--- src/rtl/uart_rx_pkg.sv ---
package uart_rx_pkg;

  localparam int REG_AW = 2;

  localparam logic [REG_AW-1:0] A_CTRL = 2'd0;
  localparam logic [REG_AW-1:0] A_STAT = 2'd1;
  localparam logic [REG_AW-1:0] A_DATA = 2'd2;

  // status bit positions
  localparam int ST_FULL = 0;
  localparam int ST_FERR = 1;
  localparam int ST_PERR = 2;

  typedef struct packed {
    logic two_stop;
    logic odd;
    logic par_en;
    logic eight;
    logic en;
  } rx_cfg_t;

  typedef enum logic [2:0] {
    S_IDLE,
    S_START,
    S_DATA,
    S_PAR,
    S_STOP,
    S_STOP2
  } rx_state_t;

endpackage

--- src/rtl/uart_rx_sync.sv ---
module uart_rx_sync #(
  parameter int STAGES = 2
) (
  input  logic clk,
  input  logic rst,
  input  logic din,
  output logic dout,
  output logic fall
);
  logic [STAGES:0] sh;

  always_ff @(posedge clk) begin
    if (rst) sh <= '1;
    else     sh <= {sh[STAGES-1:0], din};
  end

  assign dout = sh[STAGES-1];
  assign fall = sh[STAGES] & ~sh[STAGES-1];
endmodule

--- src/rtl/uart_rx_tick.sv ---
module uart_rx_tick #(
  parameter int DIV = 8
) (
  input  logic clk,
  input  logic rst,
  output logic tick
);
  localparam int CW = (DIV > 1) ? $clog2(DIV) : 1;
  localparam logic [CW-1:0] LAST = CW'(DIV - 1);

  logic [CW-1:0] cnt;

  always_ff @(posedge clk) begin
    if (rst) begin
      cnt  <= '0;
      tick <= 1'b0;
    end else if (cnt == LAST) begin
      cnt  <= '0;
      tick <= 1'b1;
    end else begin
      cnt  <= cnt + 1'b1;
      tick <= 1'b0;
    end
  end
endmodule

--- src/rtl/uart_rx_frame.sv ---
module uart_rx_frame
  import uart_rx_pkg::*;
#(
  parameter int OVS = 16,
  parameter int DW  = 8
) (
  input  logic          clk,
  input  logic          rst,
  input  logic          tick,
  input  logic          line,
  input  logic          fall,
  input  rx_cfg_t       cfg,
  input  logic          hold,
  output logic          busy,
  output logic          done,
  output logic [DW-1:0] done_data,
  output logic          done_ferr,
  output logic          done_perr
);
  localparam int CW = $clog2(OVS);
  localparam int BW = $clog2(DW);
  localparam logic [CW-1:0] MID  = CW'(OVS / 2 - 1);
  localparam logic [CW-1:0] LAST = CW'(OVS - 1);

  rx_state_t     state;
  logic [CW-1:0] cnt;
  logic [BW-1:0] bitn;
  logic [DW-1:0] sr;
  logic          par_acc;
  logic          perr_bit;
  logic [BW-1:0] last_bit;
  logic [DW-1:0] assembled;

  assign last_bit  = cfg.eight ? BW'(DW - 1) : BW'(DW - 2);
  assign assembled = cfg.eight ? sr : {1'b0, sr[DW-1:1]};
  assign busy      = (state != S_IDLE);

  always_ff @(posedge clk) begin
    if (rst) begin
      state     <= S_IDLE;
      cnt       <= '0;
      bitn      <= '0;
      sr        <= '0;
      par_acc   <= 1'b0;
      perr_bit  <= 1'b0;
      done      <= 1'b0;
      done_data <= '0;
      done_ferr <= 1'b0;
      done_perr <= 1'b0;
    end else begin
      done <= 1'b0;
      if (!cfg.en) begin
        state <= S_IDLE;
      end else begin
        case (state)
          S_IDLE: begin
            if (fall && !hold) begin
              state <= S_START;
              cnt   <= '0;
            end
          end
          S_START: begin
            if (tick) begin
              if (cnt == MID) begin
                cnt <= '0;
                if (!line) begin
                  state    <= S_DATA;
                  bitn     <= '0;
                  par_acc  <= 1'b0;
                  perr_bit <= 1'b0;
                end else begin
                  state <= S_IDLE;
                end
              end else begin
                cnt <= cnt + 1'b1;
              end
            end
          end
          S_DATA: begin
            if (tick) begin
              if (cnt == LAST) begin
                cnt     <= '0;
                sr      <= {line, sr[DW-1:1]};
                par_acc <= par_acc ^ line;
                bitn    <= bitn + 1'b1;
                if (bitn == last_bit) state <= cfg.par_en ? S_PAR : S_STOP;
              end else begin
                cnt <= cnt + 1'b1;
              end
            end
          end
          S_PAR: begin
            if (tick) begin
              if (cnt == LAST) begin
                cnt      <= '0;
                perr_bit <= line ^ par_acc ^ cfg.odd;
                state    <= S_STOP;
              end else begin
                cnt <= cnt + 1'b1;
              end
            end
          end
          S_STOP: begin
            if (tick) begin
              if (cnt == LAST) begin
                cnt       <= '0;
                done      <= 1'b1;
                done_data <= assembled;
                done_ferr <= ~line;
                done_perr <= cfg.par_en & perr_bit;
                state     <= cfg.two_stop ? S_STOP2 : S_IDLE;
              end else begin
                cnt <= cnt + 1'b1;
              end
            end
          end
          S_STOP2: begin
            // second stop bit only spaces frames; its value is not checked
            if (tick) begin
              if (cnt == LAST) begin
                cnt   <= '0;
                state <= S_IDLE;
              end else begin
                cnt <= cnt + 1'b1;
              end
            end
          end
          default: state <= S_IDLE;
        endcase
      end
    end
  end
endmodule

--- src/rtl/uart_rx_regs.sv ---
module uart_rx_regs
  import uart_rx_pkg::*;
#(
  parameter int DW = 8
) (
  input  logic              clk,
  input  logic              rst,
  input  logic              standby,
  input  logic [REG_AW-1:0] addr,
  input  logic              wr,
  input  logic              rd,
  input  logic [DW-1:0]     wdata,
  output logic [DW-1:0]     rdata,
  input  logic              done,
  input  logic [DW-1:0]     done_data,
  input  logic              done_ferr,
  input  logic              done_perr,
  output rx_cfg_t           cfg,
  output logic              full,
  output logic              ferr,
  output logic              perr
);
  logic [DW-1:0] ctrl_q;
  logic [DW-1:0] data_q;
  logic [2:0]    flags;
  logic [2:0]    armed;
  logic          wr_stat;
  logic          rd_stat;

  assign wr_stat = wr && (addr == A_STAT);
  assign rd_stat = rd && (addr == A_STAT);
  assign cfg     = rx_cfg_t'(ctrl_q[4:0]);
  assign full    = flags[ST_FULL];
  assign ferr    = flags[ST_FERR];
  assign perr    = flags[ST_PERR];

  always_ff @(posedge clk) begin
    if (rst) begin
      ctrl_q <= '0;
      data_q <= '0;
      flags  <= '0;
      armed  <= '0;
      rdata  <= '0;
    end else begin
      if (wr && (addr == A_CTRL)) ctrl_q <= wdata;

      // arm a flag when a status read returns it as 1
      if (rd_stat) armed <= armed | flags;

      // clear an armed flag on a write of 0 to its bit
      if (wr_stat) begin
        for (int b = 0; b < 3; b++) begin
          if (!wdata[b] && armed[b]) begin
            flags[b] <= 1'b0;
            armed[b] <= 1'b0;
          end
        end
      end

      if (done) begin
        data_q <= done_data;
        if (done_ferr || done_perr) begin
          if (done_ferr) flags[ST_FERR] <= 1'b1;
          if (done_perr) flags[ST_PERR] <= 1'b1;
        end else begin
          flags[ST_FULL] <= 1'b1;
        end
      end

      if (standby) begin
        flags[ST_FERR] <= 1'b0;
        flags[ST_PERR] <= 1'b0;
        armed[ST_FERR] <= 1'b0;
        armed[ST_PERR] <= 1'b0;
      end

      if (rd) begin
        case (addr)
          A_CTRL:  rdata <= ctrl_q;
          A_STAT:  rdata <= {{(DW-3){1'b0}}, flags};
          A_DATA:  rdata <= data_q;
          default: rdata <= '0;
        endcase
      end
    end
  end
endmodule

--- src/rtl/uart_rx_stat.sv ---
module uart_rx_stat
  import uart_rx_pkg::*;
#(
  parameter int CLK_DIV = 8,
  parameter int OVS     = 16,
  parameter int DW      = 8,
  parameter int SYNC    = 2
) (
  input  logic              clk,
  input  logic              rst,
  input  logic              standby,
  input  logic              rx_line,
  input  logic [REG_AW-1:0] reg_addr,
  input  logic              reg_wr,
  input  logic              reg_rd,
  input  logic [DW-1:0]     reg_wdata,
  output logic [DW-1:0]     reg_rdata
);
  logic          line_s;
  logic          line_fall;
  logic          tick;
  rx_cfg_t       cfg;
  logic          full;
  logic          ferr;
  logic          perr;
  logic          busy;
  logic          done;
  logic [DW-1:0] done_data;
  logic          done_ferr;
  logic          done_perr;
  logic          done_err;
  logic          rx_en;
  logic          hold;

  assign done_err = done_ferr | done_perr;
  assign rx_en    = cfg.en;
  assign hold     = ferr | perr | done;

  uart_rx_sync #(.STAGES(SYNC)) sync_i (
    .clk  (clk),
    .rst  (rst),
    .din  (rx_line),
    .dout (line_s),
    .fall (line_fall)
  );

  uart_rx_tick #(.DIV(CLK_DIV)) tick_i (
    .clk  (clk),
    .rst  (rst),
    .tick (tick)
  );

  uart_rx_frame #(.OVS(OVS), .DW(DW)) frame_i (
    .clk       (clk),
    .rst       (rst),
    .tick      (tick),
    .line      (line_s),
    .fall      (line_fall),
    .cfg       (cfg),
    .hold      (hold),
    .busy      (busy),
    .done      (done),
    .done_data (done_data),
    .done_ferr (done_ferr),
    .done_perr (done_perr)
  );

  uart_rx_regs #(.DW(DW)) regs_i (
    .clk       (clk),
    .rst       (rst),
    .standby   (standby),
    .addr      (reg_addr),
    .wr        (reg_wr),
    .rd        (reg_rd),
    .wdata     (reg_wdata),
    .rdata     (reg_rdata),
    .done      (done),
    .done_data (done_data),
    .done_ferr (done_ferr),
    .done_perr (done_perr),
    .cfg       (cfg),
    .full      (full),
    .ferr      (ferr),
    .perr      (perr)
  );
endmodule

--- config.mk ---
export PLATFORM = sky130hd
export DESIGN_NAME = uart_rx_stat
export DESIGN_NICKNAME = d
export VERILOG_FILES = /design/src/rtl/uart_rx_pkg.sv /design/src/rtl/uart_rx_sync.sv /design/src/rtl/uart_rx_tick.sv /design/src/rtl/uart_rx_frame.sv /design/src/rtl/uart_rx_regs.sv /design/src/rtl/uart_rx_stat.sv
export SDC_FILE = /design/constraint.sdc
export NUM_CORES = 1
export LEC_CHECK = 0
export ABC_AREA = 1
export BUFFER_PORTS_ARGS = -buffer_cell sky130_fd_sc_hd__buf_4
export CORE_ASPECT_RATIO = 1.5
export CORE_MARGIN = 2
export CORE_UTILIZATION = 35
export DETAILED_ROUTE_END_ITERATION = 7
export SLEW_MARGIN = 20
export SYNTH_ARGS = -nofsm -noshare
export SYNTH_HDL_FRONTEND = slang
export SYNTH_SLANG_ARGS = --single-unit
export TNS_END_PERCENT = 20
--- constraint.sdc ---
create_clock -name clk -period 1.5 [get_ports clk]
set_clock_uncertainty 0.05 [all_clocks]
set_input_delay 0.075 -clock clk [delete_from_list [all_inputs] [get_ports clk]]
set_output_delay 0.075 -clock clk [all_outputs]
set_load 0.01 [all_outputs]
-- Word-level counts from Yosys, hierarchy flattened
Cells that the tools add are included.
- flip-flop bits (word level): 68
- bits of input ports: 16
- output and inout bits: 8
- add/sub/neg operators: 3
- eq/ne operators: 25
- mux-type cells: 56
- bitwise operators: 11
- reductions and logical operators: 28
- operator list (cell ; number):
    2-to-1 mux 3 bit ; 23
    one-hot mux 8 bit (3 select lines) ; 1
    2-to-1 mux 4 bit ; 5
    2-to-1 mux 1 bit ; 19
    one-hot mux 3 bit (6 select lines) ; 1
    != test 2 x 1 -> 1 bit (second input constant) ; 8
    AND reduction 7 bit ; 2
    != test 2 bit (second input constant) ; 6
    one-hot mux 4 bit (3 select lines) ; 1
    AND reduction 12 bit ; 1
    equality test 3 bit (second input constant) ; 3
    2-to-1 mux 8 bit ; 1
    AND reduction 4 bit ; 2
    OR reduction 4 bit ; 2
    logical AND 1 bit ; 7
    adder 3 x 1 -> 3 bit (second input constant) ; 2
    equality test 3 x 2 -> 1 bit (second input constant) ; 2
    one-hot mux 3 bit (2 select lines) ; 1
    OR reduction 2 bit ; 3
    AND reduction 5 bit ; 1
    adder 4 x 1 -> 4 bit (second input constant) ; 1
    equality test 4 x 3 -> 1 bit (second input constant) ; 1
    equality test 4 bit (second input constant) ; 1
    zero test 1 bit ; 4
    other kinds (16) ; 25

-- Depth between registers and ports, before layout
Gate-level depths: netlist (run 1).
- depth in word-level cells: 7
- mapped depth: 11
- depth with buffers taken out: 11

-- Cells and area by module
From an unflattened synthesis (run 1), not the netlist that was laid out.
- cell total of the unflattened synthesis: 449
- area, all modules: 3271.9 um^2
- by module, submodules not included (module ; instances ; cells an instance ; area an instance (um^2) ; sequential area each (um^2)):
    uart_rx_frame ; 1 ; 247 ; 1697.9 ; 620.6
    uart_rx_regs ; 1 ; 172 ; 1327.5 ; 600.6
    uart_rx_tick ; 1 ; 15 ; 141.4 ; 80.1
    uart_rx_sync ; 1 ; 12 ; 93.8 ; 60.1
    uart_rx_stat ; 1 ; 3 ; 11.3 ; 0.0

-- Least setup slack after synthesis (run 1)
Ideal clock, no wire load.
- kind: reg-to-reg
- start: reg frame_i.cnt[0]
- end: reg frame_i.sr[6]
- arrival time: 1263 ps
- required time: 1331 ps
- slack: 67 ps
- stages on the path, launching flop included: 10
- clock period less this slack: 1433 ps
- cell sequence: dfxtp_1 > ha_1 > nand2_1 > inv_1 > nand3_1 > inv_1 > nand3_1 > buf_2 > o21ai_0 > a21oi_1
- word-level cells in the longest chain between the ends: 2
- RTL lines (element ; RTL line ; RTL):
    start, declared ; uart_rx_frame.sv:26 ; logic [CW-1:0] cnt;
    start signal, assigned ; uart_rx_frame.sv:75 ; cnt <= cnt + 1'b1;
    start signal, assigned ; uart_rx_frame.sv:88 ; cnt <= cnt + 1'b1;
    start signal, assigned ; uart_rx_frame.sv:99 ; cnt <= cnt + 1'b1;
    equality test 4 bit ; uart_rx_frame.sv:81 ; if (cnt == LAST) begin
    AND reduction 4 bit (no line) ; - ;
    end signal, assigned ; uart_rx_frame.sv:83 ; sr <= {line, sr[DW-1:1]};
    end, declared ; uart_rx_frame.sv:28 ; logic [DW-1:0] sr;
Every way passes these cells.
A chain may end at the register's enable or synchronous reset.

-- Worst setup path in the final report (run 1)
- start: reg frame_i.cnt[1]
- end: reg frame_i.par_acc
- word-level cells in the longest chain between the ends: 3
- elaborated cells between the ends (all ways): 5
- classes of those cells: eq/ne (4); reduce/logical (1)
- RTL lines (element ; RTL line ; RTL):
    equality test 4 bit or equality test 4 x 3 -> 1 bit (tied branches) ; uart_rx_frame.sv:81, uart_rx_frame.sv:64 ;
    != test 2 x 1 -> 1 bit (no line) ; - ;
    AND reduction 7 bit (no line) * ; - ;
    end signal, assigned ; uart_rx_frame.sv:84 ; par_acc <= par_acc ^ line;
    end, declared ; uart_rx_frame.sv:29 ; logic par_acc;
Mark *: on every way between the ends. The rest lies on a longest branch, timed or not.

==> reports/results.tsv, run 1 <==
metric	value	unit
worst-endpoint-required	1.72	ns
min_period	1.44	ns
cts_htree_levels	3	
synth_xor_area_share	0.856	%
firstDrtPassIters	5	
antenna_cells_inserted	0	
total_standard_cell_area_after_synthesis	3070	sq um
cells_after_synthesis	442	
nets	520	
iteration_0_drc_count_of_the_detailed_router	109	
synth_area_per_cell	6.95	sq um
setup_ws	0.0555	ns
worst_hold_slack	0.0117	ns
total_leakage_power	0.00177	uW
final_cells	611	
post-route-drc-count	0	
startpoint_type	register	
numCtsBuffers	9	
net_count_of_the_mapped_netlist	462	
cts-root-to-sink-buffers	2	
yosys.area_share.adder	1.63	%
timing.critical_path.slowest_cell_delay	0.35	ns
synth_edf_count	0	
synth-compound-area-share	16.7	%
clk_pin_slew_worst_setup_hold_paths	0.05	ns
ys.flop_type	sky130_fd_sc_hd__dfxtp_1	
top_cells_by_area_in_the_synthesized_netlist	sky130_fd_sc_hd__dfxtp_1 44%, sky130_fd_sc_hd__nand2_1 11%, sky130_fd_sc_hd__nor2_1 8.8%, sky130_fd_sc_hd__o21ai_0 8.5%, sky130_fd_sc_hd__inv_1 6.8%	
count_of_buffers_added_by_post_cts_timing_repair_for_setup	0	
routed_wire_length_per_instance	12.8	microns
number_of_vias_in_the_routed_layout	2960	
timing.critical_path.fanout_max	5	
initial_antenna_violation_count	0	
grt_start_max_net_pins	35	
highest_clock_rate	692	MHz
critPathBufInv	1	
timing_hold_violations_final	0	
area_growth	31.5	%
routed_wl	7.85	mm
count_of_input_and_output_buffers	23	
global_route_wire_length_before_repair	13.1	mm
hp-class	primary input to register	
root_buffer	sky130_fd_sc_hd__clkbuf_16	
rsz0062_at_grt	true	
cts.sinks	68	
crit_top_cell	sky130_fd_sc_hd__nand2_1	
sequential_fraction_of_the_synthesis_area	44.3	%
via_per_inst	4.84	
fp.dieW	80.5	microns
multiplexer_area_fraction_after_synthesis	0	%
max-slew-margin-rel	77.8	%
preCtsSetupSlack	-0.0551	ns
die_height	119	microns
globalRouteOverflowTotal	0	
number_of_global_route_vias_before_repair	2925	
worst_path_dominant_cell_family	simple AND/OR/NAND/NOR gates	
fin_crit_sh	96.3	%
finalWeightedCongestion	0.910	
initial_utilization	36.3	%
yosys.cell_types.count	32	
place_hpwl	5.77	mm
setup.worst_path.class	register to register	
postSynthRegisterBits	68	
worstPathCellList	ha_4 -> nand2_2 -> inv_2 -> nand2_2 -> nand2_1 -> nand2_4 -> nor2_4 -> nand2_4 -> nand2_1 -> nand2_1 -> nor2_1	
top_level_pins	24	
fp-row-count	41	
placed_cells	585	
grt_use_total	17.8	%
antenna_left	0	
async_set_reset_flop_share_out_of_synthesis	0	%
slew_at_the_pin_closest_to_its_max_slew_limit	0.333	ns
timing_max_transition_violations_final	0	
area_fraction_in_and_or_nand_and_nor_cells_after_synthesis	27.4	%
power.density	1030	nW/um^2
synth_top_cell_area_share	44.3	%
highest_ir_drop_seen_on_vdd	603	uV
combinational_family_with_the_most_area_after_synthesis	simple AND/OR/NAND/NOR gates	
clk-insertion-delay-late	0.33	ns
cts_tree	yes	
critical-path-slowest-cell	sky130_fd_sc_hd__dfxtp_2	
synth_area_leader_cell	sky130_fd_sc_hd__dfxtp_1	
cp_data_arrival_time	1.66	ns
final_layout_size_suffix_gt1_share	20.4	%
synthesis.yosys.warnings	0	
die_area	9550	sq um
status	complete, no violations	
cap_viol_max_count	0	
core_area	8460	sq um
setup_viol	0	
critPathCaptureType	register	
==> layout make-up <==
| class | instances | area, sq um |
|---|---|---|
| Multi-Input combinational cell | 302 | 1530 |
| Tap cell | 107 | 134 |
| Sequential cell | 68 | 1370 |
| Fill cell | 869 | 4430 |
| Clock inverter | 1 | 5.00 |
| Clock buffer | 14 | 284 |
| Inverter | 59 | 226 |
| Timing Repair Buffer | 60 | 493 |
==> registers in the layout (all words and copies together), names as in the netlist, 4 cells and up <==
name and flops:
frame_i.done_data 8, frame_i.sr 8, regs_i.ctrl_q 8, regs_i.data_q 8, regs_i.rdata 8, frame_i.cnt 4
==> power by group <==
part	switching [uW]	internal, uW
Combinational	149	118
Sequential	20.1	1840
Clock	729	1290
Total	898	3240
==> cell usage in the layout, fill, tap and decap left out, types with 3 or more instances in the layout <==
cell                            count
sky130_fd_sc_hd__nand2_1           78
sky130_fd_sc_hd__nor2_1            70
sky130_fd_sc_hd__dfxtp_1           63
sky130_fd_sc_hd__inv_1             54
sky130_fd_sc_hd__buf_4             46
sky130_fd_sc_hd__o21ai_0           40
sky130_fd_sc_hd__a21oi_1           30
sky130_fd_sc_hd__nand3_1           23
sky130_fd_sc_hd__o21ai_1           11
sky130_fd_sc_hd__dlygate4sd3_1     10
sky130_fd_sc_hd__clkbuf_16          9
sky130_fd_sc_hd__nand2_2            7
sky130_fd_sc_hd__nor2_4             6
sky130_fd_sc_hd__dfxtp_2            5
sky130_fd_sc_hd__inv_2              4
sky130_fd_sc_hd__clkbuf_8           4
sky130_fd_sc_hd__nand2_4            3
sky130_fd_sc_hd__nand4_1            3
sky130_fd_sc_hd__or2_2              3
sky130_fd_sc_hd__ha_1               3
==> Yosys cell counts (2+ instances only) <==
library cell	n
sky130_fd_sc_hd__nor2_2	3
sky130_fd_sc_hd__xor2_1	2
sky130_fd_sc_hd__o21ai_0	52
sky130_fd_sc_hd__o31ai_1	4
sky130_fd_sc_hd__nor2_1	72
sky130_fd_sc_hd__nor3_1	2
sky130_fd_sc_hd__clkbuf_1	8
sky130_fd_sc_hd__a21oi_1	31
sky130_fd_sc_hd__nand3b_1	2
sky130_fd_sc_hd__nand2_1	86
sky130_fd_sc_hd__a31o_2	2
sky130_fd_sc_hd__or2_2	3
sky130_fd_sc_hd__buf_2	3
sky130_fd_sc_hd__nor2_4	2
sky130_fd_sc_hd__inv_2	3
sky130_fd_sc_hd__ha_1	4
sky130_fd_sc_hd__nand4_1	3
sky130_fd_sc_hd__dfxtp_1	68
sky130_fd_sc_hd__inv_1	56
sky130_fd_sc_hd__nand3_1	24
==> worst min-delay path, stage by stage <==
cell and delay [ns]:
sky130_fd_sc_hd__buf_4 0.09, sky130_fd_sc_hd__o21ai_0 0.08, sky130_fd_sc_hd__a21oi_1 0.11
==> final timing paths <==
path / slack, ns / depth (start not counted) / startpoint / to
max: 0.06 / 11 / frame_i.cnt[1]$_SDFFE_PP0P_ / frame_i.par_acc$_SDFFE_PP0P_
min: 0.01 / 3 / reg_wdata[0] / regs_i.ctrl_q[0]$_SDFFE_PP0P_
max reg2reg: 0.06 / 11 / frame_i.cnt[1]$_SDFFE_PP0P_ / frame_i.par_acc$_SDFFE_PP0P_
min reg2reg: 0.36 / 1 / sync_i.sh[0]$_SDFF_PP1_ / sync_i.sh[1]$_SDFF_PP1_
==> kinds of logic after synthesis <==
logic type,after synthesis
AO/OA/AOI/OAI,95
buffers and inverters,72
adder cells (fa/ha/maj),4
XOR/XNOR,3
AND/OR/NAND/NOR,200
flip-flops,68
==> routing by layer <==
layer / global-route usage [%] / vias to the layer above / share of wire (%)
met5: 0 / - / 0
met4: 6.89 / 0 / 1.9
met3: 4.35 / 13 / 3.9
met2: 31.3 / 55 / 52
li1: - / 1537 / -
met1: 20.2 / 1355 / 42
==> what timing repair did <==
item,4_1_cts,5_1_grt
pin swaps,1,5
endpoints found under the setup margin,21,30
hold buffers,10,0
gates resized for setup,12,35
hold endpoints to repair,10,0
gates cloned,0,1
==> metrics by stage <==
stage	total power, uW	util (%)	setup TNS, ns	cell area [sq um]
2_1_floorplan	2020	-	0	3070
3_3_place_gp	2130	41.7	-0.0178	3530
3_5_place_dp	2130	41.7	-0.349	3530
4_1_cts	4170	46.7	-0.000754	3950
5_1_grt	4310	47.7	-0.576	4040
6_report	4140	47.7	0	4040
Power figures use the tool's default switching activity.
==> inputs of run 2 (changes only) <==
- CTS_CLUSTER_SIZE: unset -> 30
- REMOVE_ABC_BUFFERS: unset -> 1
==> run 2 against run 1 <==
Register-to-register slack worse by 0.02 ns. Via count down 0.68%. Total power up 1.1%. Global-route usage down 0.31 points. Critical path depth down 2. Worst setup slack worse by 0.019 ns. Combinational power about the same. Hold slack worse by 0.0024 ns. Non-clock buffer count down 3. Clock power up 2%. Largest cell class unchanged.
==> reports/results.tsv, run 2 (synthesis results as in run 1) <==
metric	value	unit	change
reg2reg_setup_slack	0.04	ns	-0.02 ns
cap_viol_max_count	0		unchanged
antenna_left	0		unchanged
grt_start_max_net_pins	44		+26%
cts_tree	yes		
total_leakage_power	0.00174	uW	-1.7%
initial_utilization	36.3	%	unchanged
count_of_input_and_output_buffers	23		unchanged
power.density	1040	nW/um^2	+0.93%
timing.critical_path.slowest_cell_delay	0.33	ns	-0.02 ns
clk-insertion-delay-late	0.32	ns	about the same
most_used_cells_in_the_layout_excluding_fill_and_tap_cells	70 x sky130_fd_sc_hd__nand2_1, 68 x sky130_fd_sc_hd__nor2_1, 63 x sky130_fd_sc_hd__dfxtp_1		
critical_path.startpoint	frame_i.state[2]$_SDFFE_PP0P_		
die_area	9550	sq um	unchanged
global_route_wire_length_before_repair	13.0	mm	-0.62%
grt_use_total	17.5	%	-0.31 points
critical-path-slowest-cell	sky130_fd_sc_hd__dfxtp_2		
setup_ws	0.0364	ns	-0.0190 ns
number_of_vias_in_the_routed_layout	2940		-0.68%
die_height	119	microns	unchanged
post-route-drc-count	0		unchanged
fp-row-count	41		unchanged
antenna_cells_inserted	0		unchanged
top_level_pins	24		unchanged
cts.sinks	68		unchanged
fin_crit_sh	97.6	%	+1.3 points
core_area	8460	sq um	unchanged
rsz0062_at_grt	true		
worst_hold_slack	0.00923	ns	-0.00242 ns
clk_pin_slew_worst_setup_hold_paths	0.05	ns	about the same
cts-root-to-sink-buffers	2		unchanged
root_buffer	sky130_fd_sc_hd__clkbuf_16		
preCtsSetupSlack	-0.0841	ns	-0.0289 ns
startpoint_type	register		
worstPathCellList	inv_2 -> nand2_4 -> nor2_4 -> nand2_1 -> nand2_2 -> nor2_4 -> buf_4 -> a21oi_1 -> nor2_1		
critPathBufInv	2		+1
cp_num_cells	9		-2
routed_wire_length_per_instance	12.5	microns	-2.3%
iteration_0_drc_count_of_the_detailed_router	152		+39%
max-slew-margin-rel	73.8	%	-4.0 points
critPathCaptureType	register		
globalRouteOverflowTotal	0		unchanged
slew_at_the_pin_closest_to_its_max_slew_limit	0.392	ns	+0.0593 ns
timing_hold_violations_final	0		unchanged
fp.dieW	80.5	microns	unchanged
finalWeightedCongestion	0.850		-6.6%
timing_max_transition_violations_final	0		unchanged
nets	517		-0.58%
holdPathStages	3		unchanged
worst_path_dominant_cell_family	simple AND/OR/NAND/NOR gates		
numCtsBuffers	9		unchanged
place_hpwl	5.49	mm	-4.8%
most_common_cell_after_layout_fill_and_taps_aside	sky130_fd_sc_hd__nand2_1		
crit_top_cell	sky130_fd_sc_hd__nor2_4		
number_of_global_route_vias_before_repair	2842		-2.8%
min_from	reg_wdata[2]		
timing.critical_path.fanout_max	7		+2
worst-endpoint-required	1.66	ns	-0.06 ns
final_layout_size_suffix_gt1_share	22.8	%	+2.4 points
cp_data_arrival_time	1.63	ns	-0.03 ns
setup.worst_path.class	register to register		
routed_wl	7.62	mm	-3.0%
reg_to_reg_startpoint	frame_i.state[2]$_SDFFE_PP0P_		
worst_r2r_path_depth	9		-2
initial_antenna_violation_count	0		unchanged
hp-class	primary input to register		
highest_ir_drop_seen_on_vdd	531	uV	-12%
firstDrtPassIters	4		-1
min_period	1.46	ns	+0.0190 ns
highest_clock_rate	683	MHz	-1.3%
via_per_inst	4.84		about the same
status	complete, no violations		
area_growth	31.7	%	
setup_viol	0		unchanged
totalPowerFinal	4190	uW	+1.1%
cts_htree_levels	3		unchanged
[run 2: path summary, 6_finish.rpt]
| check | to |
|---|---|
| worst max-delay path | frame_i.state[2]$_SDFFE_PP0P_ |
| worst min-delay path | regs_i.ctrl_q[2]$_SDFFE_PP0P_ |
| worst max register to register | frame_i.state[2]$_SDFFE_PP0P_ |
| worst min register to register | sync_i.sh[1]$_SDFF_PP1_ |
[run 2: cell type report]
class	count	area (sq um)
fillers	854	4420
multi-input cells	302	1560
flip-flops and latches	68	1370
repair buffers	57	467
clock buffers	12	256
inverters	59	226
well taps	107	134
clock inverters	2	35.0
[run 2: routing by layer]
metal	track usage, %	vias up	share of wire [%]
met1	21.2	1352	45
li1	-	1531	-
met5	0	-	0
met2	28.8	41	50
met4	8.79	0	3.0
met3	3.28	16	2.6
[run 2: tightest hold or removal path, delay by kind of cell]
family / cells / cell delay [ns]
AO/OA/AOI/OAI: 2 / 0.18
buffers and inverters: 1 / 0.10
[run 2: repair_timing]
item / 4_1_cts / 5_1_grt
gates cloned: 0 / 1
setup endpoints to repair: 24 / 30
hold buffers: 7 / 0
buffers inserted: 0 / 5
gates resized for setup: 12 / 51
pin swaps: 1 / 10
hold endpoints to repair: 13 / 0
[run 2: power by group]
part	switching, uW	total (uW)	internal [uW]
clock	705	2060	1350
sequential	18.9	1860	1840
combinational	151	268	117
total	875	4190	3310
[run 2: metrics by stage]
step / std cells / utilization, % / setup TNS, ns / area (sq um)
4_1_cts: 601 / 45.8 / 0 / 3880
2_1_floorplan: 429 / - / 0 / 3010
3_5_place_dp: 580 / 41.2 / -0.495 / 3490
3_3_place_gp: 580 / 41.2 / -0.125 / 3490
6_report: 607 / 47.8 / 0 / 4040
5_1_grt: 607 / 47.8 / -0.331 / 4040
